## src/rtl/hs_dup_pkg.sv

```systemverilog
package hs_dup_pkg;

    typedef enum logic [2:0] {
        ST_IDLE  = 3'd0,
        ST_AUP   = 3'd1,
        ST_ADN   = 3'd2,
        ST_BUP   = 3'd3,
        ST_HOLD  = 3'd4,
        ST_BDN   = 3'd5
    } dup_state_e;

    typedef struct packed {
        dup_state_e state;
        logic       req;
        logic       ack;
    } dup_regs_t;

    localparam dup_regs_t DUP_RESET = '{state: ST_IDLE, req: 1'b0, ack: 1'b0};

endpackage

```

## src/rtl/hs_dup_stage.sv

```systemverilog
module hs_dup_stage
    import hs_dup_pkg::*;
(
    input  logic clk,
    input  logic rst_n,
    input  logic pas_req,
    output logic pas_ack,
    output logic act_req,
    input  logic act_ack
);

    dup_regs_t r_d, r_q;

    always_comb begin
        r_d = r_q;
        unique case (r_q.state)
            ST_IDLE: if (pas_req && !act_ack) begin
                r_d.req   = 1'b1;
                r_d.state = ST_AUP;
            end
            ST_AUP: if (act_ack) begin
                r_d.req   = 1'b0;
                r_d.state = ST_ADN;
            end
            ST_ADN: if (!act_ack) begin
                r_d.req   = 1'b1;
                r_d.state = ST_BUP;
            end
            ST_BUP: if (act_ack) begin
                r_d.ack   = 1'b1;
                r_d.state = ST_HOLD;
            end
            ST_HOLD: if (!pas_req) begin
                r_d.req   = 1'b0;
                r_d.state = ST_BDN;
            end
            ST_BDN: if (!act_ack) begin
                r_d.ack   = 1'b0;
                r_d.state = ST_IDLE;
            end
            default: r_d = DUP_RESET;
        endcase
    end

    always_ff @(posedge clk) begin
        if (!rst_n) r_q <= DUP_RESET;
        else        r_q <= r_d;
    end

    assign act_req = r_q.req;
    assign pas_ack = r_q.ack;

    // a raised request waits for its acknowledge
    p_req_hold_hi_r5: assert property (@(posedge clk) disable iff (!rst_n)
        (act_req && !act_ack) |=> act_req);

    // a lowered request waits for its acknowledge to drop
    p_req_hold_lo_r5: assert property (@(posedge clk) disable iff (!rst_n)
        (!act_req && act_ack) |=> !act_req);

    // the passive acknowledge rises only with the second active request granted
    p_ack_rise_r3: assert property (@(posedge clk) disable iff (!rst_n)
        $rose(pas_ack) |-> (act_req && $past(act_ack)));

    // the passive acknowledge falls only after the active port returned to zero
    p_ack_fall_r4: assert property (@(posedge clk) disable iff (!rst_n)
        $fell(pas_ack) |-> (!act_req && !$past(act_ack)));

    // an idle stage with no request stays silent
    p_quiet_r6: assert property (@(posedge clk) disable iff (!rst_n)
        (!pas_req && !pas_ack && !act_req && !act_ack) |=> !act_req);

endmodule

```

## src/rtl/hs_dup_chain.sv

```systemverilog
module hs_dup_chain #(
    parameter int STAGES = 3
) (
    input  logic clk,
    input  logic rst_n,
    input  logic in_req,
    output logic in_ack,
    output logic out_req,
    input  logic out_ack
);

    logic [STAGES:0] req_w;
    logic [STAGES:0] ack_w;

    assign req_w[0]      = in_req;
    assign in_ack        = ack_w[0];
    assign out_req       = req_w[STAGES];
    assign ack_w[STAGES] = out_ack;

    for (genvar k = 0; k < STAGES; k++) begin : g_stage
        hs_dup_stage u_stage (
            .clk     (clk),
            .rst_n   (rst_n),
            .pas_req (req_w[k]),
            .pas_ack (ack_w[k]),
            .act_req (req_w[k+1]),
            .act_ack (ack_w[k+1])
        );
    end

    // outputs are low in the first cycle out of reset
    p_reset_low_r1: assert property (@(posedge clk)
        (!rst_n) |=> (!in_ack && !out_req));

endmodule

```

## config.mk

```make
export PLATFORM = sky130hd
export DESIGN_NAME = hs_dup_chain
export DESIGN_NICKNAME = d
export VERILOG_FILES = /design/src/rtl/hs_dup_pkg.sv /design/src/rtl/hs_dup_stage.sv /design/src/rtl/hs_dup_chain.sv
export SDC_FILE = /design/constraint.sdc
export NUM_CORES = 1
export LEC_CHECK = 0
export CAP_MARGIN = 10
export CELL_PAD_IN_SITES_DETAIL_PLACEMENT = 1
export CELL_PAD_IN_SITES_GLOBAL_PLACEMENT = 1
export CORE_ASPECT_RATIO = 1.2
export CORE_UTILIZATION = 45
export CTS_CLUSTER_SIZE = 8
export DETAILED_ROUTE_END_ITERATION = 12
export GPL_ROUTABILITY_DRIVEN = 0
export PLACE_DENSITY = 0.81
export SYNTH_ARGS = -nofsm -noshare
export SYNTH_HDL_FRONTEND = slang
export SYNTH_SLANG_ARGS = --single-unit
```

## constraint.sdc

```tcl
create_clock -name clk -period 3.1 [get_ports clk]
set_clock_uncertainty 0.1 [all_clocks]
set_input_delay 0.62 -clock clk [delete_from_list [all_inputs] [get_ports clk]]
set_output_delay 0.62 -clock clk [all_outputs]
set_load 0.01 [all_outputs]
```

-- Word level (Yosys, flattened, before mapping)
Index checks and enable logic that the tools add are counted.
- add/sub/neg operators: 0
- $mul: 0
- divide/modulo/power cells: 0
- order comparisons: 0
- equal/unequal tests: 33
- shift-type cells: 0
- mux-type cells: 33
- bitwise logic cells: 6
- reductions and logical operators: 24
- operators with widths (operator ; count):
    3-bit one-hot mux with 6 select lines ; 3
    4-bit two-way mux ; 12
    2-bit inequality test (second input constant) ; 11
    3-bit by 2-bit equality test with 1-bit output (second input constant) ; 6
    3-bit equality test (second input constant) ; 6
    3-bit two-way mux ; 6
    6-bit AND reduction ; 3
    1-bit one-hot mux with 5 select lines ; 3
    5-bit AND reduction ; 3
    2-bit by 1-bit inequality test with 1-bit output (second input constant) ; 7
    4-bit OR reduction ; 3
    3-bit by 1-bit equality test with 1-bit output (second input constant) ; 3
    3-bit zero test ; 3
    1-bit one-hot mux with 3 select lines ; 3
    3-bit AND reduction ; 3
    1-bit two-way mux ; 6
    1-bit NOT ; 6
    2-bit OR reduction ; 3
    1-bit logical AND ; 3
    1-bit zero test ; 3
- flip-flop bits (word level): 15
- bits in latches: 0
- RAM bits: 0
- memory bits (read-only): 0
- output and inout bits: 2
- word-level logic and storage cells: 105
- memories: 0

-- Depth between registers and ports, before layout
Gate-level depths: netlist of the first run.
- word-level depth: 4
- gate-level depth with buffers: 4
- mapped depth without buffers: 3

-- By module
A second synthesis of the first run with hierarchy kept.
- cells, all modules: 90
- area, all modules: 773.2 um2
- by module, submodules not included (module ; instances ; cells an instance ; area an instance (um2) ; sequential area each (um2)):
    hs_dup_stage ; 3 ; 30 ; 257.7 ; 100.1

-- Worst setup path before layout of the first run
Ideal clock, no wire load.
- path type: input to register
- from: in rst_n
- to: reg g_stage[0].u_stage.r_q (netlist bit g_stage[0].u_stage.pas_ack)
- library setup time: 117 ps
- arrival: 1104 ps
- setup slack: 1779 ps
- stages on the path: 3
- path through: clkbuf_2 -> buf_4 -> a22o_1
- RTL lines (what ; RTL line ; source):
    start: declaration ; hs_dup_chain.sv:5 ; input logic rst_n,
    end signal: assignment ; hs_dup_stage.sv:47 ; else r_q <= r_d;
    end: declaration ; hs_dup_stage.sv:12 ; dup_regs_t r_d, r_q;
No word-level cell between the ends.

-- Worst setup path in the final report of the first run
- from: reg g_stage[2].u_stage.r_q (netlist bit g_stage[2].u_stage.act_req)
- to: out out_req
- RTL lines (what ; RTL line ; source):
    start: declaration ; hs_dup_stage.sv:12 ;
    start signal: assignment ; hs_dup_stage.sv:47 ;
    end: declaration ; hs_dup_chain.sv:8 ; output logic out_req,
No word-level cell between the ends.

==> results of run 1 <==
==> registers in the layout, summed over array words and instances, names as in the netlist <==
name / cells
g_stage.u_stage.r_q: 9
g_stage.u_stage.pas_ack: 3
g_stage.u_stage.act_req: 3
==> cell type report <==
type	instances	share of cell area (%)
Multi-Input combinational cell	65	50.8
Clock buffer	3	2.70
Inverter	3	1.35
Timing Repair Buffer	5	6.00
Clock inverter	1	0.600
Sequential cell	15	36.0
Tap cell	17	2.55
==> cell families after synthesis <==
| group | count (synthesis) |
|---|---|
| simple gates | 37 |
| buf+inv | 7 |
| xor+xnor | 3 |
| compound gates | 25 |
| flops | 15 |
==> how the worst max path moves through the flow <==
stage | slack, ns | end | cells after the start | from
after global placement | 1.04 | g_stage[0].u_stage.act_req$_SDFFE_PN0P_ | 3 | rst_n
after floorplan | 1.78 | g_stage[0].u_stage.pas_ack$_SDFFE_PN0P_ | 3 | rst_n
final | 1.17 | out_req | 1 | g_stage[2].u_stage.act_req$_SDFFE_PN0P_
after detailed placement | 1.00 | g_stage[0].u_stage.act_req$_SDFFE_PN0P_ | 3 | rst_n
after CTS | 1.17 | out_req | 1 | g_stage[2].u_stage.act_req$_SDFFE_PN0P_
after global routing | 1.14 | out_req | 1 | g_stage[2].u_stage.act_req$_SDFFE_PN0P_
==> stage by stage <==
| stage | power [mW] | utilization (%) | worst slack, ns | instances |
|---|---|---|---|---|
| floorplan | 0.263 | - | 1.78 | 87 |
| global placement | 0.278 | 53.8 | 1.04 | 105 |
| detailed placement | 0.281 | 53.8 | 1.00 | 105 |
| CTS | 0.398 | 55.6 | 1.17 | 109 |
| global route | 0.411 | 55.6 | 1.14 | 109 |
| finish | 0.392 | 55.6 | 1.17 | 109 |
==> cell usage in the layout, fill, tap and decap left out, types with 2 or more instances in the layout <==
cell and count:
o21ai_0 7, o22ai_1 2, o21a_1 4, nor3_1 8, dfxtp_1 15, clkdlybuf4s50_1 5, nand3b_1 2, nand2b_1 3
xnor2_1 2, nor2b_1 3, a21oi_1 2, a221oi_1 2, nor3b_1 5, inv_1 3, clkbuf_4 3, nor2_1 2
and2_1 2, nand2_1 7
==> power by group through the flow <==
stage	logic [mW]	registers [mW]	clock network, mW
after CTS	0.0569	0.220	0.121
after floorplan	0.0433	0.220	0
after detailed placement	0.0567	0.225	0
after global routing	0.0632	0.222	0.125
final	0.0560	0.220	0.116
after global placement	0.0540	0.224	0
==> metal layers <==
layer	global-route usage (%)	vias up	share of wire (%)
met1	27.2	298	51
met5	0	-	0
met2	28.2	6	44
li1	-	326	-
met4	14.5	0	2.9
met3	2.84	4	1.9
==> run_summary.xml, run 1 <==
<?xml version="1.0" encoding="UTF-8"?>
<metrics>
  <group name="outcome">
    <metric name="run_status" unit="">finished clean</metric>
  </group>
  <group name="critical_path">
    <metric name="critPathArrivalTime" unit="ns">1.21</metric>
    <metric name="crit_path_cells" unit="">clkdlybuf4s50_1</metric>
    <metric name="slowest_stage" unit="">clkdlybuf4s50_1</metric>
    <metric name="cp_slowest_stage_delay" unit="ns">0.55</metric>
    <metric name="worst_setup_path_start_kind" unit="">flip-flop</metric>
    <metric name="criticalPathCategory" unit="">reg -&gt; out</metric>
    <metric name="r2r.worst_path.cells" unit="">3</metric>
    <metric name="crit_family" unit="">buffers and inverters</metric>
    <metric name="critPathCaptureType" unit="">output port</metric>
    <metric name="critical_path_peak_fanout" unit="">3</metric>
    <metric name="rr_startpoint" unit="">g_stage[0].u_stage.act_req$_SDFFE_PN0P_</metric>
    <metric name="cp_data_required_time" unit="ns">2.38</metric>
    <metric name="reg2reg_setup_slack" unit="ns">1.93</metric>
    <metric name="crit-reg2reg-capture" unit="">g_stage[0].u_stage.act_req$_SDFFE_PN0P_</metric>
    <metric name="path_buf_inv" unit="">1</metric>
  </group>
  <group name="clock_network">
    <metric name="post-cts-setup-buffers" unit="">0</metric>
    <metric name="post_cts_resized" unit="">0</metric>
    <metric name="tritoncts" unit="">done</metric>
    <metric name="cts-htree-levels" unit="">1</metric>
    <metric name="worst_skew_pair.late_latency" unit="ns">0.29</metric>
    <metric name="clk_pin_slew" unit="ns">0.10</metric>
    <metric name="worst_case_clock_buffer_depth" unit="">2</metric>
    <metric name="cts_hold_buffers" unit="">0</metric>
    <metric name="cts_buffers" unit="">3</metric>
    <metric name="cts-root-buf" unit="">clkbuf_4</metric>
    <metric name="clock-sinks" unit="">15</metric>
  </group>
  <group name="yosys">
    <metric name="post_synth_most_frequent_cells" unit="">dfxtp_1 (15), nor3_1 (8), nand2_1 (7), o21ai_0 (7), nor3b_1 (5)</metric>
    <metric name="ys.warnings.count" unit="">0</metric>
    <metric name="synth-seq-cells" unit="">15</metric>
    <metric name="xor_and_xnor_area_share_after_synthesis" unit="%">3.44</metric>
    <metric name="yosysSeqAreaShare" unit="%">39.3</metric>
    <metric name="netlist_instances" unit="">87</metric>
    <metric name="async_reset_ff_share" unit="%">0</metric>
    <metric name="share_of_the_synthesized_area_in_the_top_cell_type" unit="%">39.3</metric>
    <metric name="simple_gate_share_of_the_synthesized_area" unit="%">28.8</metric>
    <metric name="synth_area_leaders" unit="">dfxtp_1 (39%), nor3_1 (5.2%), nor3b_1 (4.9%), o21ai_0 (4.6%), o21a_1 (3.9%)</metric>
    <metric name="synth_most_common_cell" unit="">dfxtp_1</metric>
    <metric name="synthMuxAreaShare" unit="%">0</metric>
    <metric name="syn-mean-instance-area" unit="um2">8.79</metric>
    <metric name="synth_nets" unit="">91</metric>
    <metric name="synth_cell_types" unit="">33</metric>
    <metric name="synth_enable_flop_cells" unit="">0</metric>
    <metric name="synth_top_family_by_area" unit="">simple AND/OR/NAND/NOR gates</metric>
    <metric name="area_fraction_in_compound_gates_after_synthesis" unit="%">23.2</metric>
    <metric name="yosys.area_share.adder" unit="%">0</metric>
    <metric name="syn_area" unit="um2">764</metric>
    <metric name="synthFlopType" unit="">dfxtp_1</metric>
    <metric name="synth_largest_area_cell" unit="">dfxtp_1</metric>
  </group>
  <group name="place">
    <metric name="place_hpwl" unit="um">1080</metric>
    <metric name="io_buffer_count" unit="">5</metric>
    <metric name="post_dp_cell_area" unit="um2">807</metric>
  </group>
  <group name="power">
    <metric name="p_comb_share" unit="%">14.3</metric>
    <metric name="p_clk_share" unit="%">29.6</metric>
    <metric name="worst_ir_drop_vdd" unit="uV">258</metric>
    <metric name="power_frac_seq" unit="%">56.2</metric>
    <metric name="power_leakage" unit="nW">0.280</metric>
    <metric name="power.net_switching" unit="mW">0.110</metric>
    <metric name="pwr_per_cell_area" unit="nW/um2">470</metric>
    <metric name="p_int" unit="mW">0.282</metric>
    <metric name="sw_frac_of_total" unit="%">28.1</metric>
  </group>
  <group name="cells_and_area">
    <metric name="fillers" unit="">199</metric>
    <metric name="antenna_cells_inserted" unit="">0</metric>
    <metric name="num-nets-final" unit="">97</metric>
    <metric name="multi_input_comb_area" unit="um2">424</metric>
    <metric name="layout-area-overhead-vs-synth" unit="%">9.17</metric>
    <metric name="layout.area.seq" unit="um2">300</metric>
    <metric name="postLayoutCellArea" unit="um2">835</metric>
    <metric name="post_route_cells_drive_above_1_share" unit="%">9.78</metric>
  </group>
  <group name="drt">
    <metric name="drt.antenna.violating_nets" unit="">0</metric>
    <metric name="drc" unit="">0</metric>
    <metric name="wl_per_cell" unit="um">13.9</metric>
    <metric name="totalWireLength" unit="um">1510</metric>
    <metric name="detail_route.vias_per_cell" unit="">5.82</metric>
    <metric name="dr.first_iter.drc_count" unit="">4</metric>
    <metric name="first_pass_iters" unit="">2</metric>
    <metric name="via_count" unit="">634</metric>
  </group>
  <group name="floorplan">
    <metric name="std_cell_rows" unit="">15</metric>
    <metric name="core_area" unit="um2">1500</metric>
    <metric name="io_pins" unit="">6</metric>
    <metric name="die_y" unit="um">47.2</metric>
    <metric name="dieArea" unit="um2">1870</metric>
    <metric name="floorplan.initialDensity" unit="%">50.9</metric>
    <metric name="die-width" unit="um">39.6</metric>
  </group>
  <group name="timing">
    <metric name="unrepaired_setup_endpoints_after_global_routing" unit="">no</metric>
    <metric name="timing.final.max_slew_violations" unit="">0</metric>
    <metric name="hold_slack" unit="ns">0.425</metric>
    <metric name="slew_headroom" unit="%">63.3</metric>
    <metric name="worstMarginPinSlew" unit="ns">0.549</metric>
    <metric name="finalSetupViolations" unit="">0</metric>
    <metric name="post-route-min-period" unit="ns">1.93</metric>
    <metric name="fmaxAchievable" unit="MHz">519</metric>
    <metric name="finalSetupTns" unit="ns">0</metric>
    <metric name="report.final.hold_viol_count" unit="">0</metric>
    <metric name="period_share" unit="%">62.2</metric>
  </group>
  <group name="global_route">
    <metric name="grt_start_max_net_pins" unit="">19</metric>
    <metric name="total_track_usage" unit="%">19.9</metric>
    <metric name="grt_pass1_wl" unit="um">2470</metric>
    <metric name="initial_antenna_violation_count" unit="">0</metric>
    <metric name="number_of_global_route_vias_before_repair" unit="">565</metric>
    <metric name="grt_overflow_total" unit="">0</metric>
  </group>
  <group name="worst_hold_path">
    <metric name="min_delay_path_depth" unit="">2</metric>
    <metric name="min_from" unit="">g_stage[1].u_stage.pas_ack$_SDFFE_PN0P_</metric>
    <metric name="min_to" unit="">g_stage[1].u_stage.pas_ack$_SDFFE_PN0P_</metric>
    <metric name="worstHoldPathType" unit="">reg -&gt; reg</metric>
  </group>
  <group name="job">
    <metric name="number_of_max_capacitance_violations_reported" unit="">0</metric>
  </group>
</metrics>
(Power assumes the default switching activity.)
==> inputs of run 2 (changes only) <==
CORE_UTILIZATION = 41   (was 45)
PLACE_DENSITY = 0.75   (was 0.81)
clock period = 1.8 ns   (was 3.1 ns; I/O delays follow)
==> run 2 against run 1 <==
Net effect: via count down 4.3%; total power up 74%; combinational power up 80%; worst hold slack better by 0.0097 ns; count of clock-buffer cells in the layout unchanged; core utilization down 4.5 points; non-clock buffer count up 1; final cell count up 1.8%; sequential share of layout area down 1.0 points; sequential cell count unchanged; register-to-register slack worse by 1.3 ns.
==> run_summary.xml, run 2 (synthesized netlist as in run 1, its figures left out) <==
<?xml version="1.0" encoding="UTF-8"?>
<metrics>
  <group name="critical_path">
    <metric name="cp_data_required_time" unit="ns">1.34</metric>
    <metric name="critPathArrivalTime" unit="ns">1.21</metric>
    <metric name="path_buf_inv" unit="">1</metric>
    <metric name="criticalPathCategory" unit="">reg -&gt; out</metric>
    <metric name="cp_slowest_stage_delay" unit="ns">0.55</metric>
    <metric name="crit_path_cells" unit="">clkdlybuf4s50_1</metric>
    <metric name="slowest_stage" unit="">clkdlybuf4s50_1</metric>
    <metric name="critical_path_peak_fanout" unit="">3</metric>
    <metric name="crit_family" unit="">buffers and inverters</metric>
    <metric name="critPathCaptureType" unit="">output port</metric>
    <metric name="worst_setup_path_start_kind" unit="">flip-flop</metric>
  </group>
  <group name="timing">
    <metric name="unrepaired_setup_endpoints_after_global_routing" unit="">no</metric>
    <metric name="fmaxAchievable" unit="MHz">597</metric>
    <metric name="slew_headroom" unit="%">80.4</metric>
    <metric name="post-route-min-period" unit="ns">1.67</metric>
    <metric name="finalSetupTns" unit="ns">0</metric>
    <metric name="report.final.hold_viol_count" unit="">0</metric>
    <metric name="timing.final.max_slew_violations" unit="">0</metric>
    <metric name="worstMarginPinSlew" unit="ns">0.294</metric>
    <metric name="finalSetupViolations" unit="">0</metric>
    <metric name="period_share" unit="%">93.0</metric>
  </group>
  <group name="global_route">
    <metric name="total_track_usage" unit="%">17.1</metric>
    <metric name="number_of_global_route_vias_before_repair" unit="">614</metric>
    <metric name="grt_pass1_wl" unit="um">2760</metric>
    <metric name="grt_overflow_total" unit="">0</metric>
    <metric name="initial_antenna_violation_count" unit="">0</metric>
    <metric name="grt_start_max_net_pins" unit="">19</metric>
  </group>
  <group name="place">
    <metric name="io_buffer_count" unit="">5</metric>
    <metric name="post_dp_cell_area" unit="um2">828</metric>
    <metric name="place_hpwl" unit="um">1120</metric>
  </group>
  <group name="outcome">
    <metric name="run_status" unit="">finished clean</metric>
  </group>
  <group name="clock_network">
    <metric name="clock-sinks" unit="">15</metric>
    <metric name="cts_buffers" unit="">3</metric>
    <metric name="tritoncts" unit="">done</metric>
    <metric name="worst_skew_pair.late_latency" unit="ns">0.29</metric>
    <metric name="worst_case_clock_buffer_depth" unit="">2</metric>
    <metric name="clk_pin_slew" unit="ns">0.11</metric>
    <metric name="cts-htree-levels" unit="">1</metric>
    <metric name="post-cts-setup-buffers" unit="">0</metric>
    <metric name="cts-root-buf" unit="">clkbuf_4</metric>
    <metric name="post_cts_resized" unit="">0</metric>
    <metric name="cts_hold_buffers" unit="">0</metric>
  </group>
  <group name="drt">
    <metric name="drt.antenna.violating_nets" unit="">0</metric>
    <metric name="drc" unit="">0</metric>
    <metric name="first_pass_iters" unit="">2</metric>
    <metric name="totalWireLength" unit="um">1530</metric>
    <metric name="detail_route.vias_per_cell" unit="">5.47</metric>
    <metric name="wl_per_cell" unit="um">13.8</metric>
    <metric name="dr.first_iter.drc_count" unit="">3</metric>
    <metric name="via_count" unit="">607</metric>
  </group>
  <group name="power">
    <metric name="power_leakage" unit="nW">0.286</metric>
    <metric name="worst_ir_drop_vdd" unit="uV">492</metric>
    <metric name="power" unit="mW">0.683</metric>
    <metric name="pwr_per_cell_area" unit="nW/um2">796</metric>
  </group>
  <group name="cells_and_area">
    <metric name="num-nets-final" unit="">98</metric>
    <metric name="antenna_cells_inserted" unit="">0</metric>
    <metric name="layout-area-overhead-vs-synth" unit="%">12.3</metric>
    <metric name="layout_commonest_cell" unit="">dfxtp_1</metric>
    <metric name="post_route_cells_drive_above_1_share" unit="%">10.8</metric>
    <metric name="registers.top_by_ff_count" unit="">g_stage.u_stage.r_q</metric>
    <metric name="postLayoutCellArea" unit="um2">858</metric>
    <metric name="most-common-layout-cells" unit="">dfxtp_1 (15), nor3_1 (8), o21ai_0 (7), nand2_1 (7)</metric>
    <metric name="largest_reg_flops" unit="">9</metric>
  </group>
  <group name="job">
    <metric name="number_of_max_capacitance_violations_reported" unit="">0</metric>
  </group>
  <group name="floorplan">
    <metric name="dieArea" unit="um2">2040</metric>
    <metric name="floorplan.initialDensity" unit="%">45.5</metric>
    <metric name="die-width" unit="um">41.4</metric>
    <metric name="io_pins" unit="">6</metric>
    <metric name="die_y" unit="um">49.3</metric>
    <metric name="std_cell_rows" unit="">16</metric>
    <metric name="core_area" unit="um2">1680</metric>
  </group>
  <group name="worst_hold_path">
    <metric name="worstHoldPathType" unit="">reg -&gt; reg</metric>
  </group>
</metrics>
run 2: metal layers:
layer  track usage (%)  share of wire (%)  up-vias
met1              23.3                 51      272
li1                  -                  -      329
met5                 0                  0        -
met2              26.3                 47        4
met4              8.06               0.59        0
met3              2.22                1.7        2
run 2: stage by stage:
step | instances | setup WS [ns] | util (%) | hold slack, ns
6_report | 111 | 0.126 | 51.0 | 0.435
5_1_grt | 111 | 0.0581 | 51.0 | 0.477
4_1_cts | 111 | 0.100 | 51.0 | 0.439
3_5_place_dp | 107 | 0.179 | 49.3 | 0.423
3_3_place_gp | 107 | 0.228 | 49.3 | 0.410
2_1_floorplan | 87 | 0.696 | - | 0.375
run 2: area by class of cell:
cell class | count | area [um2]
Tap cell | 18 | 22.5
Timing Repair Buffer | 6 | 70.1
Clock buffer | 3 | 22.5
Multi-Input combinational cell | 65 | 424
Sequential cell | 15 | 300
Inverter | 3 | 11.3
Fill cell | 207 | 823
Clock inverter | 1 | 7.51
run 2: worst paths after layout:
| check | startpoint | endpoint | slack, ns | cells past startpoint |
|---|---|---|---|---|
| worst min-delay path | g_stage[1].u_stage.pas_ack$_SDFFE_PN0P_ | g_stage[1].u_stage.pas_ack$_SDFFE_PN0P_ | 0.44 | 2 |
| worst min register to register | g_stage[1].u_stage.pas_ack$_SDFFE_PN0P_ | g_stage[1].u_stage.pas_ack$_SDFFE_PN0P_ | 0.44 | 2 |
| worst max-delay path | g_stage[2].u_stage.act_req$_SDFFE_PN0P_ | out_req | 0.13 | 1 |
| worst max register to register | g_stage[2].u_stage.r_q[2]$_SDFFE_PN0P_ | g_stage[2].u_stage.r_q[2]$_SDFFE_PN0P_ | 0.62 | 3 |
run 2: report_power, final:
part	switching (mW)	total, mW	internal (mW)	leakage, nW
clock network	0.119	0.203	0.0844	0.0139
registers	0.0279	0.379	0.351	0.122
logic	0.0446	0.101	0.0564	0.150
==> inputs of run 3 (changes only) <==
CORE_UTILIZATION = 45   (was 41)
DONT_BUFFER_PORTS = 1   (was not set)
==> run 3 against run 2 <==
Net effect: combinational power down 23%; global-route usage up 2.3 points; clock power down 7%; highest routed layer unchanged; largest cell class unchanged; first-iteration DRC count up 33%; largest power group unchanged; sequential power about the same; total power down 5.4%; sequential cell count unchanged; core utilization up 1.2 points.
==> run_summary.xml, run 3 (synthesized netlist as in run 1, its figures left out) <==
<?xml version="1.0" encoding="UTF-8"?>
<metrics>
  <group name="timing">
    <metric name="slew_headroom" unit="%">82.4</metric>
    <metric name="unrepaired_setup_endpoints_after_global_routing" unit="">no</metric>
    <metric name="finalSetupTns" unit="ns">0</metric>
    <metric name="fmaxAchievable" unit="MHz">861</metric>
    <metric name="layout_setup_ws" unit="ns">0.638</metric>
    <metric name="timing.final.max_slew_violations" unit="">0</metric>
    <metric name="post-route-min-period" unit="ns">1.16</metric>
    <metric name="worstMarginPinSlew" unit="ns">0.264</metric>
    <metric name="hold_slack" unit="ns">0.0919</metric>
    <metric name="finalSetupViolations" unit="">0</metric>
    <metric name="period_share" unit="%">64.6</metric>
    <metric name="report.final.hold_viol_count" unit="">0</metric>
  </group>
  <group name="place">
    <metric name="post-place-cells" unit="">100</metric>
    <metric name="place_hpwl" unit="um">1050</metric>
    <metric name="io_buffer_count" unit="">0</metric>
    <metric name="place_worst_setup_slack" unit="ns">0.643</metric>
    <metric name="post_dp_cell_area" unit="um2">757</metric>
  </group>
  <group name="clock_network">
    <metric name="clk_pin_slew" unit="ns">0.09</metric>
    <metric name="worst_case_clock_buffer_depth" unit="">2</metric>
    <metric name="cts_hold_buffers" unit="">0</metric>
    <metric name="cts_buffers" unit="">3</metric>
    <metric name="tritoncts" unit="">done</metric>
    <metric name="cts-root-buf" unit="">clkbuf_4</metric>
    <metric name="worst_skew_pair.late_latency" unit="ns">0.28</metric>
    <metric name="post-cts-setup-buffers" unit="">0</metric>
    <metric name="cts-htree-levels" unit="">1</metric>
    <metric name="post_cts_resized" unit="">0</metric>
    <metric name="clock-sinks" unit="">15</metric>
  </group>
  <group name="cells_and_area">
    <metric name="post_route_cells_drive_above_1_share" unit="%">10.3</metric>
    <metric name="largest_reg_flops" unit="">9</metric>
    <metric name="antenna_cells_inserted" unit="">0</metric>
    <metric name="layout-area-overhead-vs-synth" unit="%">2.62</metric>
    <metric name="registers.top_by_ff_count" unit="">g_stage.u_stage.r_q</metric>
    <metric name="most-common-layout-cells" unit="">dfxtp_1 (15), nor3_1 (8), o21ai_0 (7), nand2_1 (7), nor3b_1 (5)</metric>
    <metric name="num-nets-final" unit="">92</metric>
    <metric name="fillers" unit="">194</metric>
    <metric name="layout.cells.non_filler" unit="">104</metric>
    <metric name="postLayoutCellArea" unit="um2">785</metric>
    <metric name="layout_commonest_cell" unit="">dfxtp_1</metric>
  </group>
  <group name="global_route">
    <metric name="global_route.usage.met3" unit="%">3.79</metric>
    <metric name="total_track_usage" unit="%">19.3</metric>
    <metric name="number_of_global_route_vias_before_repair" unit="">578</metric>
    <metric name="grt_util_met2" unit="%">30.2</metric>
    <metric name="gr-max-usage-layer" unit="">met2</metric>
    <metric name="grt_pass1_wl" unit="um">2470</metric>
    <metric name="met1_usage" unit="%">24.9</metric>
    <metric name="grt_overflow_total" unit="">0</metric>
    <metric name="grt_start_max_net_pins" unit="">19</metric>
    <metric name="initial_antenna_violation_count" unit="">0</metric>
  </group>
  <group name="critical_path">
    <metric name="critical_path_peak_fanout" unit="">8</metric>
    <metric name="critPathArrivalTime" unit="ns">1.23</metric>
    <metric name="cp_data_required_time" unit="ns">1.87</metric>
    <metric name="worst_setup_path_start_kind" unit="">flip-flop</metric>
    <metric name="critPathCaptureType" unit="">flip-flop</metric>
    <metric name="criticalPathCategory" unit="">reg -&gt; reg</metric>
  </group>
  <group name="floorplan">
    <metric name="io_pins" unit="">6</metric>
    <metric name="floorplan.initialDensity" unit="%">50.9</metric>
    <metric name="core_area" unit="um2">1500</metric>
    <metric name="dieArea" unit="um2">1870</metric>
    <metric name="die_y" unit="um">47.2</metric>
    <metric name="std_cell_rows" unit="">15</metric>
    <metric name="die-width" unit="um">39.6</metric>
  </group>
  <group name="drt">
    <metric name="totalWireLength" unit="um">1460</metric>
    <metric name="drt.antenna.violating_nets" unit="">0</metric>
    <metric name="drc" unit="">0</metric>
    <metric name="detail_route.vias_per_cell" unit="">5.96</metric>
    <metric name="dr.first_iter.drc_count" unit="">4</metric>
    <metric name="wl_per_cell" unit="um">14.0</metric>
    <metric name="via_count" unit="">620</metric>
    <metric name="first_pass_iters" unit="">2</metric>
  </group>
  <group name="outcome">
    <metric name="run_status" unit="">finished clean</metric>
  </group>
  <group name="worst_hold_path">
    <metric name="worstHoldPathType" unit="">in -&gt; reg</metric>
  </group>
  <group name="power">
    <metric name="pwr_per_cell_area" unit="nW/um2">824</metric>
    <metric name="worst_ir_drop_vdd" unit="uV">422</metric>
    <metric name="power_leakage" unit="nW">0.262</metric>
  </group>
  <group name="job">
    <metric name="number_of_max_capacitance_violations_reported" unit="">0</metric>
  </group>
</metrics>
==> run 3: cell count changes in the layout (fill, tap and decap cells not counted), sizes merged <==
cell           change
buf                -1
clkdlybuf4s50      -5
clkinv             +1
clkinvlp           -1
==> run 3: worst max-delay path: stages, from the launching register on <==
cell     delay [ns]
dfxtp_1        0.38
or3_1          0.37
a21oi_1        0.14
nor3_1         0.06
==> run 3: layout make-up <==
cell class                 count  area, um2  share of cell area (%)
clock inverter                 1       5.00                   0.638
multi-input combinational     65        424                    54.1
clock buffer                   3       22.5                    2.87
inverter                       3       11.3                    1.44
sequential                    15        300                    38.3
tap                           17       21.3                    2.71
==> run 3: through the flow <==
step                      power [mW]  utilization, %
after floorplan                0.454               -
after global placement         0.463            50.4
after detailed placement       0.466            50.4
after CTS                      0.659            52.3
after global routing           0.681            52.3
final                          0.646            52.3
==> run 3: path summary, 6_finish.rpt <==
path	startpoint	end	slack (ns)	depth (start not counted)
min	rst_n	g_stage[0].u_stage.r_q[4]$_SDFFE_PN0P_	0.09	1
max	g_stage[0].u_stage.act_req$_SDFFE_PN0P_	g_stage[1].u_stage.r_q[2]$_SDFFE_PN0P_	0.64	3
min reg2reg	g_stage[1].u_stage.pas_ack$_SDFFE_PN0P_	g_stage[1].u_stage.pas_ack$_SDFFE_PN0P_	0.44	2
max reg2reg	g_stage[0].u_stage.act_req$_SDFFE_PN0P_	g_stage[1].u_stage.r_q[2]$_SDFFE_PN0P_	0.64	3
==> run 3: power breakdown <==
part | switching, mW | leakage (nW) | internal [mW]
combinational | 0.0335 | 0.122 | 0.0438
clock | 0.107 | 0.0177 | 0.0823
sequential | 0.0286 | 0.122 | 0.351
total | 0.169 | 0.262 | 0.477
==> run 3: layer usage <==
| layer | up-vias | wire length, um |
|---|---|---|
| met2 | 5 | 698 |
| met1 | 299 | 713 |
| met4 | 0 | 13 |
| met3 | 2 | 34 |
| li1 | 314 | - |
| met5 | - | 0 |
